### src/rtl/chan_router_pkg.sv
package chan_router_pkg;
   typedef enum logic [1:0] {
      MODE_NORMAL    = 2'd0,
      MODE_ECHO      = 2'd1,
      MODE_LOCAL_LB  = 2'd2,
      MODE_REMOTE_LB = 2'd3
   } chan_mode_e;

   localparam int CTRL_W = 9;
   // bit positions of the control word; reset value depends on them
   localparam int CB_RX_FLUSH = 0;
   localparam int CB_TX_FLUSH = 1;
   localparam int CB_RX_ON    = 2;
   localparam int CB_RX_OFF   = 3;
   localparam int CB_TX_ON    = 4;
   localparam int CB_TX_OFF   = 5;
   localparam logic [CTRL_W-1:0] CTRL_RESET = 9'h128;
endpackage

### src/rtl/byte_ring.sv
module byte_ring #(
   parameter  int W     = 8,
   parameter  int DEPTH = 16,
   localparam int CW    = $clog2(DEPTH + 1)
) (
   input  logic          clk,
   input  logic          rst_n,
   input  logic          flush,
   input  logic          push,
   input  logic [W-1:0]  din,
   input  logic          pop,
   output logic [W-1:0]  dout,
   output logic          full,
   output logic          empty,
   output logic [CW-1:0] count
);
   localparam int AW = (DEPTH > 1) ? $clog2(DEPTH) : 1;

   generate
      if (DEPTH < 2) begin : g_depth_bad
         $error("byte_ring: DEPTH must be at least 2");
      end
      if (W < 1) begin : g_width_bad
         $error("byte_ring: W must be at least 1");
      end
   endgenerate

   logic [W-1:0]  mem [DEPTH];
   logic [AW-1:0] wr_ptr, rd_ptr, wr_nxt, rd_nxt;
   logic [CW-1:0] cnt;
   logic          do_push, do_pop;

   // pointer wrap: free-running for power-of-two depths, compare otherwise
   generate
      if ((DEPTH & (DEPTH - 1)) == 0) begin : g_pow2
         assign wr_nxt = wr_ptr + 1'b1;
         assign rd_nxt = rd_ptr + 1'b1;
      end else begin : g_mod
         assign wr_nxt = (wr_ptr == AW'(DEPTH - 1)) ? '0 : wr_ptr + 1'b1;
         assign rd_nxt = (rd_ptr == AW'(DEPTH - 1)) ? '0 : rd_ptr + 1'b1;
      end
   endgenerate

   assign full    = (cnt == CW'(DEPTH));
   assign empty   = (cnt == '0);
   assign do_push = push & ~full;
   assign do_pop  = pop & ~empty;
   assign dout    = mem[rd_ptr];
   assign count   = cnt;

   always_ff @(posedge clk or negedge rst_n) begin
      if (!rst_n) begin
         wr_ptr <= '0;
         rd_ptr <= '0;
         cnt    <= '0;
      end else if (flush) begin
         wr_ptr <= '0;
         rd_ptr <= '0;
         cnt    <= '0;
      end else begin
         if (do_push) wr_ptr <= wr_nxt;
         if (do_pop)  rd_ptr <= rd_nxt;
         case ({do_push, do_pop})
            2'b10:   cnt <= cnt + 1'b1;
            2'b01:   cnt <= cnt - 1'b1;
            default: cnt <= cnt;
         endcase
      end
   end

   always_ff @(posedge clk) begin
      if (do_push && !flush) mem[wr_ptr] <= din;
   end

   assert_no_overflow_R5: assert property (@(posedge clk) disable iff (!rst_n)
      cnt <= CW'(DEPTH));

   assert_full_drop_R5: assert property (@(posedge clk) disable iff (!rst_n)
      (full && push && !pop && !flush) |=> (full && wr_ptr == $past(wr_ptr)));
endmodule

### src/rtl/route_ctrl.sv
module route_ctrl
   import chan_router_pkg::*;
(
   input  logic              clk,
   input  logic              rst_n,
   input  logic              wr,
   input  logic [CTRL_W-1:0] wdata,
   output logic [CTRL_W-1:0] ctrl_q,
   output logic              rx_flush,
   output logic              tx_flush,
   output logic              rx_on,
   output logic              tx_on
);
   always_ff @(posedge clk or negedge rst_n) begin
      if (!rst_n) begin
         ctrl_q <= CTRL_RESET;
      end else if (wr) begin
         ctrl_q              <= wdata;
         ctrl_q[CB_RX_FLUSH] <= 1'b0;
         ctrl_q[CB_TX_FLUSH] <= 1'b0;
      end
   end

   assign rx_flush = wr & wdata[CB_RX_FLUSH];
   assign tx_flush = wr & wdata[CB_TX_FLUSH];
   assign rx_on    = ctrl_q[CB_RX_ON] & ~ctrl_q[CB_RX_OFF];
   assign tx_on    = ctrl_q[CB_TX_ON] & ~ctrl_q[CB_TX_OFF];
endmodule

### src/rtl/uart_chan_router.sv
module uart_chan_router
   import chan_router_pkg::*;
#(
   parameter int DATA_W   = 8,
   parameter int RX_DEPTH = 16,
   parameter int TX_DEPTH = 16
) (
   input  logic              clk,
   input  logic              rst_n,
   input  logic [1:0]        chan_mode,
   input  logic              ctrl_wr,
   input  logic [CTRL_W-1:0] ctrl_wdata,
   output logic [CTRL_W-1:0] ctrl_q,
   input  logic              ser_valid,
   input  logic [DATA_W-1:0] ser_data,
   input  logic              ser_break,
   output logic              ser_ready,
   output logic              out_valid,
   output logic [DATA_W-1:0] out_data,
   input  logic              out_ready,
   input  logic              dr_wr,
   input  logic [DATA_W-1:0] dr_wdata,
   input  logic              dr_rd,
   output logic [DATA_W-1:0] dr_rdata,
   output logic              overrun
);
   localparam int RX_CW = $clog2(RX_DEPTH + 1);
   localparam int TX_CW = $clog2(TX_DEPTH + 1);

   chan_mode_e        mode;
   logic              rx_flush, tx_flush, rx_on, tx_on;
   logic              ser_acc, ser_to_rx, ser_to_tx;
   logic              rx_push, tx_push, rx_pop;
   logic [DATA_W-1:0] rx_din, tx_din, rx_dout;
   logic              rx_full, rx_empty, tx_full, tx_empty;
   logic [RX_CW-1:0]  rx_count;
   logic [TX_CW-1:0]  tx_count;

   route_ctrl u_ctrl (
      .clk      (clk),
      .rst_n    (rst_n),
      .wr       (ctrl_wr),
      .wdata    (ctrl_wdata),
      .ctrl_q   (ctrl_q),
      .rx_flush (rx_flush),
      .tx_flush (tx_flush),
      .rx_on    (rx_on),
      .tx_on    (tx_on)
   );

   assign mode      = chan_mode_e'(chan_mode);
   assign ser_acc   = ser_valid & ~ser_break;
   assign ser_to_rx = (mode == MODE_NORMAL) || (mode == MODE_ECHO);
   assign ser_to_tx = (mode == MODE_ECHO) || (mode == MODE_REMOTE_LB);

   // RX FIFO source: break first, then receiver, then loopback write
   always_comb begin
      rx_din  = dr_wdata;
      rx_push = 1'b0;
      if (ser_break) begin
         rx_din  = '0;
         rx_push = 1'b1;
      end else if (ser_acc && ser_to_rx) begin
         rx_din  = ser_data;
         rx_push = 1'b1;
      end else if (dr_wr && mode == MODE_LOCAL_LB) begin
         rx_push = 1'b1;
      end
      rx_push = rx_push & rx_on;
   end

   // TX FIFO source: sources are exclusive by mode
   always_comb begin
      tx_din  = dr_wdata;
      tx_push = 1'b0;
      if (ser_acc && ser_to_tx) begin
         tx_din  = ser_data;
         tx_push = 1'b1;
      end else if (dr_wr && mode == MODE_NORMAL) begin
         tx_push = 1'b1;
      end
      tx_push = tx_push & tx_on;
   end

   assign rx_pop    = dr_rd & rx_on;
   assign dr_rdata  = (rx_on && !rx_empty) ? rx_dout : '0;
   assign out_valid = ~tx_empty;
   assign ser_ready = ~((ser_to_rx & rx_full) | (ser_to_tx & tx_full));

   always_ff @(posedge clk or negedge rst_n) begin
      if (!rst_n) overrun <= 1'b0;
      else        overrun <= (rx_push & rx_full & ~rx_flush) |
                             (tx_push & tx_full & ~tx_flush);
   end

   byte_ring #(.W(DATA_W), .DEPTH(RX_DEPTH)) u_rx_fifo (
      .clk   (clk),
      .rst_n (rst_n),
      .flush (rx_flush),
      .push  (rx_push),
      .din   (rx_din),
      .pop   (rx_pop),
      .dout  (rx_dout),
      .full  (rx_full),
      .empty (rx_empty),
      .count (rx_count)
   );

   byte_ring #(.W(DATA_W), .DEPTH(TX_DEPTH)) u_tx_fifo (
      .clk   (clk),
      .rst_n (rst_n),
      .flush (tx_flush),
      .push  (tx_push),
      .din   (tx_din),
      .pop   (out_ready),
      .dout  (out_data),
      .full  (tx_full),
      .empty (tx_empty),
      .count (tx_count)
   );

   assert_rx_blocked_R4: assert property (@(posedge clk) disable iff (!rst_n)
      (!rx_on && !rx_flush) |=> (rx_count == $past(rx_count)));

   assert_flush_clear_R7: assert property (@(posedge clk) disable iff (!rst_n)
      (ctrl_wr && ctrl_wdata[CB_RX_FLUSH]) |=> (!ctrl_q[CB_RX_FLUSH] && rx_count == '0));

   assert_empty_read_zero_R6: assert property (@(posedge clk) disable iff (!rst_n)
      (dr_rd && rx_count == '0) |-> (dr_rdata == '0));

   assert_discard_R3: assert property (@(posedge clk) disable iff (!rst_n)
      (dr_wr && (mode == MODE_ECHO || mode == MODE_REMOTE_LB) && !ser_valid &&
       !ser_break && !out_ready && !ctrl_wr) |=> (tx_count == $past(tx_count)));

   assert_overrun_R5: assert property (@(posedge clk) disable iff (!rst_n)
      (ser_acc && ser_to_rx && rx_on && rx_count == RX_CW'(RX_DEPTH) && !ctrl_wr) |=> overrun);
endmodule

### config.mk
export PLATFORM = sky130hd
export DESIGN_NAME = uart_chan_router
export DESIGN_NICKNAME = d
export VERILOG_FILES = /design/src/rtl/chan_router_pkg.sv /design/src/rtl/byte_ring.sv /design/src/rtl/route_ctrl.sv /design/src/rtl/uart_chan_router.sv
export SDC_FILE = /design/constraint.sdc
export NUM_CORES = 1
export LEC_CHECK = 0
export ABC_AREA = 0
export BUFFER_PORTS_ARGS = -buffer_cell sky130_fd_sc_hd__buf_2
export CAP_MARGIN = 15
export CELL_PAD_IN_SITES_DETAIL_PLACEMENT = 0
export CELL_PAD_IN_SITES_GLOBAL_PLACEMENT = 1
export CORE_MARGIN = 10
export CORE_UTILIZATION = 55
export CTS_CLUSTER_DIAMETER = 150
export CTS_CLUSTER_SIZE = 30
export DETAILED_ROUTE_END_ITERATION = 12
export PLACE_DENSITY_LB_ADDON = 0.05
export SYNTH_ARGS = -nofsm -noshare
export SYNTH_HDL_FRONTEND = slang
export SYNTH_HIERARCHICAL = 1
export SYNTH_SLANG_ARGS = --single-unit
### constraint.sdc
create_clock -name clk -period 6.09 [get_ports clk]
set_clock_uncertainty 0.2 [all_clocks]
set_input_delay 0.609 -clock clk [delete_from_list [all_inputs] [get_ports clk]]
set_output_delay 0.609 -clock clk [all_outputs]
set_load 0.02 [all_outputs]
==> key figures <==
Outcome
  – Status: finished with violations
  – Failing checks: negative hold slack

Yosys
  – Synth Instances: 679
  – Avg Cell Area, Syn: roughly 19 sq um
  – #FFs+latches synth: 290
  – Dominant synthesized flop cell: edfxtp_1
  – Number of synthesized flops with an enable pin: approximately 260
  – Post-synthesis mux area share: a little under a fifth
  – Post-synthesis cell type count: 59
  – Largest family of logic cells by synthesized area: multiplexers
  – Yosys warning total: 6
  – Cell Area, Synth: 0.0127 sq mm
  – Register area share after synthesis: ~68%
  – Synth Area in Compound Gates: between 2 and 3%
  – Ys async rst share: around an eighth
  – Synth Area in Adders: about 1.9%
  – Post-Synth Simple-Gate Area: ~6%
  – XOR/XNOR Fraction of Synth Area: less than 1%

GRT
  – Gr usage total: a little under a fifth
  – GRT overflow: 0
  – Vias in the first global route: 6,463
  – Initial antenna violation count: 3
  – Pin count of the biggest net entering global routing: 36
  – First-pass GRT wire length: between 40,000 and 50,000 microns

Timing
  – RSZ-0062 raised after global routing: no
  – Final critical-path required period: ~3.7 ns
  – Period utilisation layout: 60.3%
  – Worst Hold Margin: -0.0179 ns
  – Max-slew violations: 0
  – Endpoints failing hold: 6
  – Final setup fails: 0
  – Slew HR: 41.8%
  – Achievable Freq: 0.272 GHz
  – Post-Route Setup TNS: 0 ns
  – Worst Tran Pin Value: approximately 0.87 ns

Setup path
  – Worst stage delay on the critical path: about 0.7 ns
  – R2r setup slk: approximately 3 ns
  – Reg2Reg Depth: 6
  – Peak fanout along the critical path: 35
  – Critical-path cell list: buf_4, mux4_1, mux4_2, and2_1, buf_2
  – Top cell family by delay on the critical path: multiplexers
  – CP Capture Type: primary output
  – Worst path slowest cell: mux4_1
  – Buffers & Inverters on Critical Path: 2
  – Reg2reg end: u_rx_fifo/mem[6][0]
  – Setup CP Type: register to primary output
  – Critical Path Source Type: register
  – Worst r2r src: u_ctrl/ctrl_q[2]
  – Req. time, crit path: between 5 and 6 ns
  – WP data arrival: 2.86 ns

Clocking
  – Post-CTS setup buffer count: 0
  – Clock root buffer: clkbuf_16
  – CTS resizes: 0
  – Total CTS buffers: 13
  – Clk buf depth: 3
  – Clk_lat worst skew: approximately 0.50 ns
  – CTS clk-pin slew, worst paths: around 0.12 ns
  – Clock Sinks: just under 300
  – CTS tree: done
  – Post-CTS Hold Buffers: 0
  – H-tree depth: 1

Flow run
  – Max cap viols: 0

Floorplan
  – Die area: about 0.029 sq mm
  – Initial Util: 55.9%
  – Row count: 55
  – Die width: about 170 microns
  – DIE HEIGHT: approximately 170 microns
  – Core area: ~0.023 sq mm
  – Io pins: between 60 and 70

Finish
  – Finished layout cell area: roughly 0.014 sq mm
  – Commonest non-fill, non-tap cell in the layout: edfxtp_1
  – Most frequent cells in the layout: edfxtp_1 (256), nor2_1 (68), buf_2 (60), mux4_1 (60), dfrtp_1 (31)
  – Share of layout cells above drive strength 1: 20.6%
  – Nets: approximately 780
  – Layout area overhead: 7.05%
  – Non-Filler Instances: around 1,000

Detailed routing
  – Routed Antenna Nets: 0
  – DRT Pass-1 Iters: 5
  – Vias per Instance: roughly 6.1
  – Total Routed Length: between 20,000 and 30,000 microns
  – Vias: 6,292
  – Routed WL per cell: roughly 27 microns
  – DRC: 0
  – DRT iter0 DRCs: between 500 and 600

Placed design
  – Final GP Congestion: about 0.77
  – IO buf count: 60
  – Post-DP HPWL: ~19,000 microns
  – DP Cell Count: 1,001
  – Placement Cell Area: 0.0132 sq mm

Pwr
  – Leak pwr: roughly 0.0047 uW
  – Worst vdd ir: between 0.0002 and 0.0003 V
  – Power Density: between 300 and 400 mW/mm^2
  – Pwr Total: about 4500 uW

Min path
  – Hold WC Path Type: primary input to asynchronous set/reset pin
==> cell usage after synthesis, drive strengths merged (2+ instances only) <==
cell type	count	share of area (%)
nand2b	4	0.20
fa	2	0.32
nor4	2	0.20
mux4	80	16
dfrtp	31	6.1
o221a	2	0.18
xnor2	4	0.28
and3	2	0.12
a211o	4	0.28
buf	17	1.2
nand2	30	0.89
o211ai	6	0.44
or3	2	0.099
nor3	2	0.079
o21a	2	0.12
or4	2	0.12
inv	19	0.56
clkbuf	19	0.56
or3b	3	0.21
o21ai	4	0.22
and4	2	0.14
o221ai	2	0.24
a21o	2	0.12
a31oi	2	0.099
ha	16	1.6
nor2b	7	0.37
a21oi	12	0.53
nand3	8	0.40
nand4b	2	0.14
and2	11	0.56
edfxtp	256	61
nand3b	3	0.21
xor2	10	0.69
dfstp	3	0.62
nor2	68	2.0
mux2i	8	0.63
mux2	21	2.1
a211oi	2	0.12
==> metal layers <==
metal / track usage, % / vias up / part of all wire (%)
met5: 0 / - / 0
met4: 5.29 / 0 / 2.7
met3: 2.29 / 38 / 3.7
met2: 33.5 / 154 / 54
met1: 23.4 / 3292 / 40
li1: - / 2808 / -
==> cell families (layout without fill, tap and decap cells) <==
kind of cell | after synthesis | after routing
compound gates | 42 | 42
xor+xnor | 14 | 14
fa+ha+maj | 18 | 18
buf+inv | 55 | 112
flops | 290 | 290
mux | 109 | 109
other cells | 1 | 5
simple gates | 150 | 150
==> worst max path at each step <==
stage	slack, ns	end	cells after the start	from
floorplan	3.12	u_tx_fifo/mem[0][0]	7	ser_break
global placement	2.62	u_tx_fifo/mem[6][6]	7	chan_mode[1]
CTS	2.37	dr_rdata[1]	5	u_rx_fifo/rd_ptr[0]
global route	2.31	dr_rdata[1]	5	u_rx_fifo/rd_ptr[0]
detailed placement	2.48	u_tx_fifo/mem[6][7]	7	chan_mode[1]
finish	2.42	dr_rdata[0]	5	u_rx_fifo/rd_ptr[0]
==> metrics by stage <==
stage	util (%)	setup slack [ns]
floorplan	-	3.12
global placement	58.2	2.62
detailed placement	58.2	2.48
CTS	59.8	2.37
global route	59.8	2.31
finish	59.8	2.42
==> state kept, by name (all words and copies together) (netlist names) <==
| name | cells |
|---|---|
| overrun | 1 |
| u_rx_fifo/mem | 128 |
| u_tx_fifo/mem | 128 |
| u_tx_fifo/count | 5 |
| u_ctrl/ctrl_q | 7 |
| u_rx_fifo/rd_ptr | 4 |
| u_rx_fifo/count | 5 |
| u_rx_fifo/wr_ptr | 4 |
| u_tx_fifo/rd_ptr | 4 |
| u_tx_fifo/wr_ptr | 4 |
==> area by class of cell <==
| type | count | area, sq um |
|---|---|---|
| Clock buffer | 20 | 352 |
| Inverter | 19 | 71.3 |
| Multi-Input combinational cell | 335 | 3810 |
| Fill cell | 1597 | 9090 |
| Antenna cell | 3 | 7.51 |
| Tap cell | 285 | 357 |
| Timing Repair Buffer | 72 | 390 |
| Sequential cell | 290 | 8540 |
| Clock inverter | 1 | 11.3 |
==> worst reg2reg max path, cell delays in order (launching register included) <==
cell     delay (ns)
dfrtp_1        0.38
nor2b_1        0.23
o31a_1         0.39
inv_1          0.19
a21oi_2        0.36
nand2_1        0.24
nor2_1         0.67
==> report_power, final <==
group          switching (uW)  internal (uW)  total [uW]
clock network             570            411         981
registers                71.6           2230        2310
logic                     654            559        1210
total                    1300           3200        4500
(Power assumes the default switching activity.)
